<file path="config.mk">
export PLATFORM = sky130hd
export DESIGN_NAME = adc_readout_ctrl
export DESIGN_NICKNAME = d
export VERILOG_FILES = /design/src/rtl/adc_rd_pkg.sv /design/src/rtl/adc_rd_sync.sv /design/src/rtl/adc_rd_pacer.sv /design/src/rtl/adc_rd_shifter.sv /design/src/rtl/adc_readout_ctrl.sv
export SDC_FILE = /design/constraint.sdc
export NUM_CORES = 1
export LEC_CHECK = 0
export BUFFER_PORTS_ARGS = -buffer_cell sky130_fd_sc_hd__buf_4
export CELL_PAD_IN_SITES_DETAIL_PLACEMENT = 1
export CELL_PAD_IN_SITES_GLOBAL_PLACEMENT = 1
export CORE_ASPECT_RATIO = 0.75
export CORE_MARGIN = 2
export CORE_UTILIZATION = 27
export CTS_BUF_LIST = sky130_fd_sc_hd__clkbuf_8 sky130_fd_sc_hd__clkbuf_16
export CTS_CLUSTER_SIZE = 10
export DETAILED_ROUTE_END_ITERATION = 8
export GPL_TIMING_DRIVEN = 0
export PLACE_DENSITY_LB_ADDON = 0.15
export SLEW_MARGIN = 25
export SYNTH_ARGS = -nofsm -noshare
export SYNTH_HDL_FRONTEND = slang
export SYNTH_SLANG_ARGS = --single-unit
export TNS_END_PERCENT = 5
</file>
<file path="constraint.sdc">
create_clock -name clk -period 4.7 [get_ports clk]
set_input_delay 0.94 -clock clk [delete_from_list [all_inputs] [get_ports clk]]
set_output_delay 0.94 -clock clk [all_outputs]
set_load 0.02 [all_outputs]
</file>
<file path="src/rtl/adc_rd_pkg.sv">
// Shared types for the ADC readout sequencer.
package adc_rd_pkg;
    // Sequencer phases, in the order a normal sample walks through them.
    typedef enum logic [2:0] {
        ST_IDLE,
        ST_STROBE,
        ST_CONV,
        ST_LEAD,
        ST_SHIFT,
        ST_TRAIL
    } seq_state_t;

    // Converter output port being read.
    typedef enum logic {
        CH_SAMPLE = 1'b0,
        CH_FILTER = 1'b1
    } chan_t;
endpackage

</file>
<file path="src/rtl/adc_rd_sync.sv">
// Multi-stage synchronizer for asynchronous converter flags.
// Assumes each input bit is quasi-static relative to clk; it adds
// STAGES cycles of latency and is reset to RST_VAL.
module adc_rd_sync #(
    parameter int               WIDTH   = 1,
    parameter int               STAGES  = 2,
    parameter logic [WIDTH-1:0] RST_VAL = '0
) (
    input  logic             clk,
    input  logic             rst_n,
    input  logic [WIDTH-1:0] d,
    output logic [WIDTH-1:0] q
);
    logic [WIDTH-1:0] stage_q [STAGES];

    for (genvar g = 0; g < STAGES; g++) begin : g_stage
        if (g == 0) begin : g_first
            // First stage: capture the raw input.
            always_ff @(posedge clk) begin
                if (!rst_n) stage_q[0] <= RST_VAL;
                else        stage_q[0] <= d;
            end
        end else begin : g_next
            // Later stages: pass the previous stage along.
            always_ff @(posedge clk) begin
                if (!rst_n) stage_q[g] <= RST_VAL;
                else        stage_q[g] <= stage_q[g-1];
            end
        end
    end

    assign q = stage_q[STAGES-1];
endmodule

</file>
<file path="src/rtl/adc_rd_pacer.sv">
// Sample-period timer. Raises tick for one cycle every PERIOD_CYC
// cycles while enable is high; holds its count at zero otherwise.
// Assumes PERIOD_CYC >= 2.
module adc_rd_pacer #(
    parameter int PERIOD_CYC = 200
) (
    input  logic clk,
    input  logic rst_n,
    input  logic enable,
    output logic tick
);
    localparam int PW = $clog2(PERIOD_CYC + 1);
    localparam logic [PW-1:0] LAST = PW'(PERIOD_CYC - 1);

    logic [PW-1:0] cnt_q;

    // Free-running period count, cleared whenever pacing is off.
    always_ff @(posedge clk) begin
        if (!rst_n || !enable) cnt_q <= '0;
        else if (cnt_q == LAST) cnt_q <= '0;
        else                    cnt_q <= cnt_q + 1'b1;
    end

    assign tick = enable && (cnt_q == LAST);
endmodule

</file>
<file path="src/rtl/adc_rd_shifter.sv">
// SPI mode 0 receive engine. On start it produces WORD_W serial clock
// periods of SCK_DIV system cycles each, beginning with a low phase.
// It captures sdi MSB first on each rising edge and pulses done on
// the edge that returns the serial clock low after the last bit.
// Assumes SCK_DIV is even and >= 2, WORD_W >= 2, and start is only
// pulsed while idle.
module adc_rd_shifter #(
    parameter int WORD_W  = 32,
    parameter int SCK_DIV = 2
) (
    input  logic              clk,
    input  logic              rst_n,
    input  logic              start,
    input  logic              sdi,
    output logic              sck,
    output logic              done,
    output logic [WORD_W-1:0] word
);
    localparam int HALF  = SCK_DIV / 2;
    localparam int PH_W  = $clog2(HALF + 1);
    localparam int BIT_W = $clog2(WORD_W + 1);
    localparam logic [PH_W-1:0]  PH_LAST  = PH_W'(HALF - 1);
    localparam logic [BIT_W-1:0] BIT_LAST = BIT_W'(WORD_W - 1);

    logic              run_q;
    logic              sck_q;
    logic              done_q;
    logic [PH_W-1:0]   ph_q;
    logic [BIT_W-1:0]  bit_q;
    logic [WORD_W-1:0] shreg_q;

    // Phase timing, clock toggling, bit capture and end-of-word pulse.
    always_ff @(posedge clk) begin
        if (!rst_n) begin
            run_q   <= 1'b0;
            sck_q   <= 1'b0;
            done_q  <= 1'b0;
            ph_q    <= '0;
            bit_q   <= '0;
            shreg_q <= '0;
        end else begin
            done_q <= 1'b0;
            if (start) begin
                run_q <= 1'b1;
                sck_q <= 1'b0;
                ph_q  <= '0;
                bit_q <= '0;
            end else if (run_q) begin
                if (ph_q == PH_LAST) begin
                    ph_q  <= '0;
                    sck_q <= ~sck_q;
                    if (!sck_q) begin
                        shreg_q <= {shreg_q[WORD_W-2:0], sdi};
                    end else if (bit_q == BIT_LAST) begin
                        run_q  <= 1'b0;
                        done_q <= 1'b1;
                    end else begin
                        bit_q <= bit_q + 1'b1;
                    end
                end else begin
                    ph_q <= ph_q + 1'b1;
                end
            end
        end
    end

    assign sck  = sck_q;
    assign done = done_q;
    assign word = shreg_q;
endmodule

</file>
<file path="src/rtl/adc_readout_ctrl.sv">
// ADC conversion and readout sequencer (top).
// Paces sampling strobes, waits out the converter's busy flag, gates
// decimated reads on the ready flag, and frames each serial transfer
// with read-enable lead and release margins. All margins are counted
// in system clock cycles. Assumes MCLK_HI_CYC, BUSY_SETTLE_CYC,
// CS_LEAD_CYC and CS_TRAIL_CYC are >= 1 and that busy becomes visible
// through the synchronizer within MCLK_HI_CYC + BUSY_SETTLE_CYC cycles.
module adc_readout_ctrl
    import adc_rd_pkg::*;
#(
    parameter int WORD_W          = 32,
    parameter int SEQ_W           = 16,
    parameter int PERIOD_CYC      = 250,
    parameter int MCLK_HI_CYC     = 4,
    parameter int BUSY_SETTLE_CYC = 4,
    parameter int CS_LEAD_CYC     = 4,
    parameter int CS_TRAIL_CYC    = 3,
    parameter int SCK_DIV         = 2,
    parameter int SYNC_STAGES     = 2
) (
    input  logic              clk,
    input  logic              rst_n,
    input  logic              enable,
    input  logic              chan_sel,
    input  logic              ovr_clr,
    output logic              smp_clk,
    input  logic              cnv_busy,
    input  logic              flt_rdy_n,
    output logic              sel_smp_n,
    output logic              sel_flt_n,
    output logic              ser_clk,
    input  logic              ser_din_smp,
    input  logic              ser_din_flt,
    output logic              word_valid,
    output logic [WORD_W-1:0] word_data,
    output logic              word_chan,
    output logic [SEQ_W-1:0]  word_seq,
    output logic              overrun
);
    localparam int MAX_AB = (MCLK_HI_CYC > BUSY_SETTLE_CYC) ? MCLK_HI_CYC : BUSY_SETTLE_CYC;
    localparam int MAX_CD = (CS_LEAD_CYC > CS_TRAIL_CYC) ? CS_LEAD_CYC : CS_TRAIL_CYC;
    localparam int MAXC   = (MAX_AB > MAX_CD) ? MAX_AB : MAX_CD;
    localparam int CW     = $clog2(MAXC + 1);
    localparam logic [CW-1:0] HI_LAST    = CW'(MCLK_HI_CYC - 1);
    localparam logic [CW-1:0] SETTLE     = CW'(BUSY_SETTLE_CYC);
    localparam logic [CW-1:0] LEAD_LAST  = CW'(CS_LEAD_CYC - 1);
    localparam logic [CW-1:0] TRAIL_LAST = CW'(CS_TRAIL_CYC - 1);

    seq_state_t        st_q;
    chan_t             act_chan_q;
    logic [CW-1:0]     cnt_q;
    logic              smp_clk_q;
    logic              sel_smp_n_q;
    logic              sel_flt_n_q;
    logic              ovr_q;
    logic [SEQ_W-1:0]  seq_cnt_q;
    logic [SEQ_W-1:0]  seq_cur_q;
    logic              wv_q;
    logic [WORD_W-1:0] wd_q;
    logic              wc_q;
    logic [SEQ_W-1:0]  ws_q;

    logic              tick;
    logic [1:0]        flags_s;
    logic              busy_s;
    logic              rdy_n_s;
    logic              sh_start;
    logic              sh_done;
    logic              sh_sdi;
    logic [WORD_W-1:0] sh_word;

    adc_rd_pacer #(
        .PERIOD_CYC(PERIOD_CYC)
    ) pacer_i (
        .clk   (clk),
        .rst_n (rst_n),
        .enable(enable),
        .tick  (tick)
    );

    adc_rd_sync #(
        .WIDTH  (2),
        .STAGES (SYNC_STAGES),
        .RST_VAL(2'b10)
    ) flag_sync_i (
        .clk  (clk),
        .rst_n(rst_n),
        .d    ({flt_rdy_n, cnv_busy}),
        .q    (flags_s)
    );

    assign busy_s  = flags_s[0];
    assign rdy_n_s = flags_s[1];

    assign sh_start = (st_q == ST_LEAD) && (cnt_q == LEAD_LAST);
    assign sh_sdi   = (act_chan_q == CH_FILTER) ? ser_din_flt : ser_din_smp;

    adc_rd_shifter #(
        .WORD_W (WORD_W),
        .SCK_DIV(SCK_DIV)
    ) shifter_i (
        .clk  (clk),
        .rst_n(rst_n),
        .start(sh_start),
        .sdi  (sh_sdi),
        .sck  (ser_clk),
        .done (sh_done),
        .word (sh_word)
    );

    // Main sequencer: strobe, conversion wait, select lead, shift, release.
    always_ff @(posedge clk) begin
        if (!rst_n) begin
            st_q        <= ST_IDLE;
            act_chan_q  <= CH_SAMPLE;
            cnt_q       <= '0;
            smp_clk_q   <= 1'b0;
            sel_smp_n_q <= 1'b1;
            sel_flt_n_q <= 1'b1;
            seq_cnt_q   <= '0;
            seq_cur_q   <= '0;
        end else begin
            unique case (st_q)
                ST_IDLE: begin
                    act_chan_q <= chan_t'(chan_sel);
                    if (tick) begin
                        st_q      <= ST_STROBE;
                        smp_clk_q <= 1'b1;
                        cnt_q     <= '0;
                        seq_cur_q <= seq_cnt_q;
                        seq_cnt_q <= seq_cnt_q + 1'b1;
                    end
                end
                ST_STROBE: begin
                    if (cnt_q == HI_LAST) begin
                        smp_clk_q <= 1'b0;
                        cnt_q     <= '0;
                        st_q      <= ST_CONV;
                    end else begin
                        cnt_q <= cnt_q + 1'b1;
                    end
                end
                ST_CONV: begin
                    if (cnt_q < SETTLE) begin
                        cnt_q <= cnt_q + 1'b1;
                    end else if (!busy_s) begin
                        cnt_q <= '0;
                        if (act_chan_q == CH_SAMPLE) begin
                            sel_smp_n_q <= 1'b0;
                            st_q        <= ST_LEAD;
                        end else if (!rdy_n_s) begin
                            sel_flt_n_q <= 1'b0;
                            st_q        <= ST_LEAD;
                        end else begin
                            st_q <= ST_IDLE;
                        end
                    end
                end
                ST_LEAD: begin
                    if (sh_start) st_q  <= ST_SHIFT;
                    else          cnt_q <= cnt_q + 1'b1;
                end
                ST_SHIFT: begin
                    if (sh_done) begin
                        sel_smp_n_q <= 1'b1;
                        sel_flt_n_q <= 1'b1;
                        cnt_q       <= '0;
                        st_q        <= ST_TRAIL;
                    end
                end
                ST_TRAIL: begin
                    if (cnt_q == TRAIL_LAST) st_q  <= ST_IDLE;
                    else                     cnt_q <= cnt_q + 1'b1;
                end
                default: st_q <= ST_IDLE;
            endcase
        end
    end

    // Word hand-off: one-cycle strobe with data, channel and index.
    always_ff @(posedge clk) begin
        if (!rst_n) begin
            wv_q <= 1'b0;
            wd_q <= '0;
            wc_q <= 1'b0;
            ws_q <= '0;
        end else begin
            wv_q <= 1'b0;
            if (st_q == ST_SHIFT && sh_done) begin
                wv_q <= 1'b1;
                wd_q <= sh_word;
                wc_q <= act_chan_q;
                ws_q <= seq_cur_q;
            end
        end
    end

    // Sticky overrun: set on a period expiry outside idle, set beats clear.
    always_ff @(posedge clk) begin
        if (!rst_n)                     ovr_q <= 1'b0;
        else if (tick && st_q != ST_IDLE) ovr_q <= 1'b1;
        else if (ovr_clr)               ovr_q <= 1'b0;
    end

    assign smp_clk    = smp_clk_q;
    assign sel_smp_n  = sel_smp_n_q;
    assign sel_flt_n  = sel_flt_n_q;
    assign word_valid = wv_q;
    assign word_data  = wd_q;
    assign word_chan  = wc_q;
    assign word_seq   = ws_q;
    assign overrun    = ovr_q;
endmodule

</file>
==> flow_metrics.py <==
metrics = {
    "run_status": {
        "status": "finished clean",
    },
    "drt": {
        "drt_pre_antenna_iters": 4,
        "drt-total-wl_mm": 16.29,
        "vias_per_cell": 4.670,
        "drc": 0,
        "met3_length_um": 695,
        "met1_length_mm": 8.220,
        "via_count": 4913,
        "wl_per_cell_um": 15.49,
        "antenna_left": 0,
        "routed.top_layer": "met4",
        "drt-initial-drc-count": 215,
        "dr_wl_met2_mm": 7.217,
    },
    "power_and_ir_drop": {
        "power_switching_share_pct": 22.84,
        "power_frac_seq_pct": 45.4,
        "comb_power_share_pct": 2.5,
        "p_int_mw": 2.122,
        "ir_drop_mv": 0.1717,
        "p_switching_mw": 0.6281,
        "p_clk_share_pct": 52.1,
        "leakage_nw": 2.456,
        "p_per_area_nw_per_um2": 386.2,
    },
    "sta": {
        "drv_slew": 0,
        "finalClockSkew_ns": 0.01662,
        "slew_headroom_pct": 53.24,
        "tns_ns": 0,
        "worst_slew_pin_slew_ns": 0.6984,
        "setup_viol": 0,
        "max_freq_mhz": 391.3,
        "rsz0062_at_grt": "false",
        "hold_viol_final": 0,
        "min_period_over_period_pct": 54.37,
        "fin_crit_ns": 2.555,
    },
    "worst_setup_path": {
        "worstPathArrival_ns": 2.85,
        "crit_type": "in -> reg",
        "crit_fanout": 10,
        "cp-start-kind": "primary input",
        "required_ns": 4.99,
        "reg2regPathDepth": 6,
        "r2r_start": "st_q[2]",
        "reg2reg_slack_ns": 2.29,
        "cp-end-kind": "flip-flop",
        "r2r_end": "seq_cnt_q[7]",
    },
    "finish": {
        "diodes": 0,
        "layout-drive-gt1-share_pct": 13.25,
        "area_growth_pct": 25.38,
        "fin_nets": 775,
        "stdcell_area_um2": 7121,
        "final_common_cell": "nand2_1",
        "mostFrequentLayoutCells": "175 x nand2_1, 146 x dfxtp_1, 97 x a21oi_1",
    },
    "yosys": {
        "ys_async_sr_fraction_pct": 0,
        "synth_top_cell_by_area": "dfxtp_1",
        "syn_inst": 675,
        "synth-edff-count": 0,
        "synthDistinctLibCells": 44,
        "synthTopCellsByArea": "dfxtp_1 51%, nand2_1 12%, a21oi_1 8.5%",
        "syn_area_um2": 5679,
        "synth_fp_nets": 693,
        "synth_area_per_cell_um2": 8.414,
        "synth.top_cell.area_share_pct": 51.47,
        "synth.yosys.warnings": 0,
        "seq_area_frac_synth_pct": 51.47,
        "ys_seq_elements": 146,
        "dominantRegCellSynth": "dfxtp_1",
    },
    "global_routing": {
        "gr-total-overflow": 0,
        "grt_first_pass_wirelength_mm": 26.63,
        "grt_pass1_vias": 5071,
        "antenna_found_initial": 0,
        "grt_usage_pct": 15.44,
        "grt_start_max_net_pins": 17,
    },
    "floorplan": {
        "die_y_um": 129.6,
        "start_util_pct": 27.79,
        "rows": 45,
        "fp.dieW_um": 171.5,
        "io-pin-count": 64,
        "die-area_um2": 22220,
        "fp.coreArea_um2": 20440,
    },
    "run": {
        "cap_violations": 0,
    },
    "worst_hold_path": {
        "holdPathStages": 1,
        "worstHoldEndpoint": "flag_sync_i.stage_q[1][1]",
        "hp-start": "flag_sync_i.stage_q[0][1]",
        "hold_path.class": "reg -> reg",
    },
    "clock_tree": {
        "cts-root-buf": "clkbuf_16",
        "clk_pin_slew_ns": 0.06,
        "cts_hold_buf": 0,
        "max-clock-path-buffers": 2,
        "clkLatencyLatePin_ns": 0.44,
        "clock-sinks": 146,
        "cts_resized": 0,
        "cts_buffers": 17,
        "cts_tree": "yes",
        "post-cts-setup-buffers": 0,
        "cts_max_level": 4,
    },
    "place": {
        "globalplace.congestion": 0.8125,
        "dpl_cell_area_um2": 6505,
        "io_buffers": 63,
        "dp_hpwl_mm": 12.00,
    },
}
## sequential cells by signal, summed over array words and instances (netlist names), 3 cells and up
signal,flops
cnt_q,3
flag_sync_i.stage_q,4
pacer_i.cnt_q,8
seq_cnt_q,16
seq_cur_q,16
shifter_i.bit_q,6
shifter_i.word,32
st_q,3
word_data,32
word_seq,16
## cell families (layout without fill, tap and decap cells)
kind of cell               count (synthesis)  in the layout  synth area share (%)
xor gates and xnor gates                  11             11                 1.696
AOI/OAI and AO/OA                        135            135                 13.33
DFF                                      146            146                 51.47
adders and majority gates                  9              9                 1.983
buffers and inverters                     53            148                 3.679
and+or+nand+nor                          296            296                 23.44
muxes                                     25             25                 4.406
## cell usage after synthesis (4+ instances only)
master,count
nor2_1,42
o21ai_0,10
nor4_1,4
clkbuf_1,35
nand4_1,7
xor2_1,7
or4_1,7
ha_1,9
mux2i_1,25
o31ai_1,10
dfxtp_1,146
nand2b_1,9
xnor2_1,4
and2_1,5
inv_1,12
nand3_1,14
nor3_1,5
a21oi_1,97
nand2_1,175
or3_1,9
## layer usage
metal	vias to the layer above	global-route usage, %
met5	-	0
met4	0	4.138
met3	16	4.490
met2	73	23.77
met1	2352	21.16
li1	2472	-
## worst max-delay path, stage by stage
cell and delay (ns):
buf_4 0.11, or4b_4 0.47, or4_4 0.54, buf_6 0.16, clkbuf_1 0.23, o31ai_1 0.31
a21oi_1 0.09
## how the worst max path moves through the flow
| stage | to | cells past startpoint | slack (ns) | startpoint |
|---|---|---|---|---|
| after floorplan | seq_cnt_q[10] | 5 | 1.98 | enable |
| after global placement | seq_cnt_q[8] | 7 | 1.73 | enable |
| after detailed placement | seq_cnt_q[7] | 7 | 1.68 | enable |
| after CTS | seq_cnt_q[7] | 7 | 2.14 | enable |
| after global routing | seq_cnt_q[8] | 7 | 2.07 | enable |
| final | seq_cnt_q[7] | 7 | 2.14 | enable |
## power by group through the flow
stage	clock, mW	sequential, mW	combinational (mW)
floorplan	0	1.27	0.0427
global placement	0	1.28	0.0683
detailed placement	0	1.28	0.0709
CTS	1.47	1.25	0.0711
global route	1.53	1.25	0.0772
finish	1.43	1.25	0.0691
## through the flow
step	power (mW)	hold slack (ns)	setup slack, ns	util, %	cells
finish	2.750	0.4240	2.145	34.84	1052
global route	2.853	0.4522	2.069	34.84	1052
CTS	2.790	0.4262	2.139	34.84	1052
detailed placement	1.347	0.4118	1.675	31.83	1020
global placement	1.344	0.3984	1.733	31.83	1020
floorplan	1.316	0.3863	1.980	-	675
## cell type report
cell class | count | area (um2)
Timing Repair Buffer | 63 | 473.0
Buffer | 41 | 163.9
Tap cell | 282 | 352.8
Clock buffer | 18 | 439.2
Multi-Input combinational cell | 476 | 2547
Clock inverter | 14 | 176.4
Fill cell | 2406 | 13320
Sequential cell | 146 | 2923
Inverter | 12 | 45.04
No activity file was read; power rests on OpenSTA's default activity.
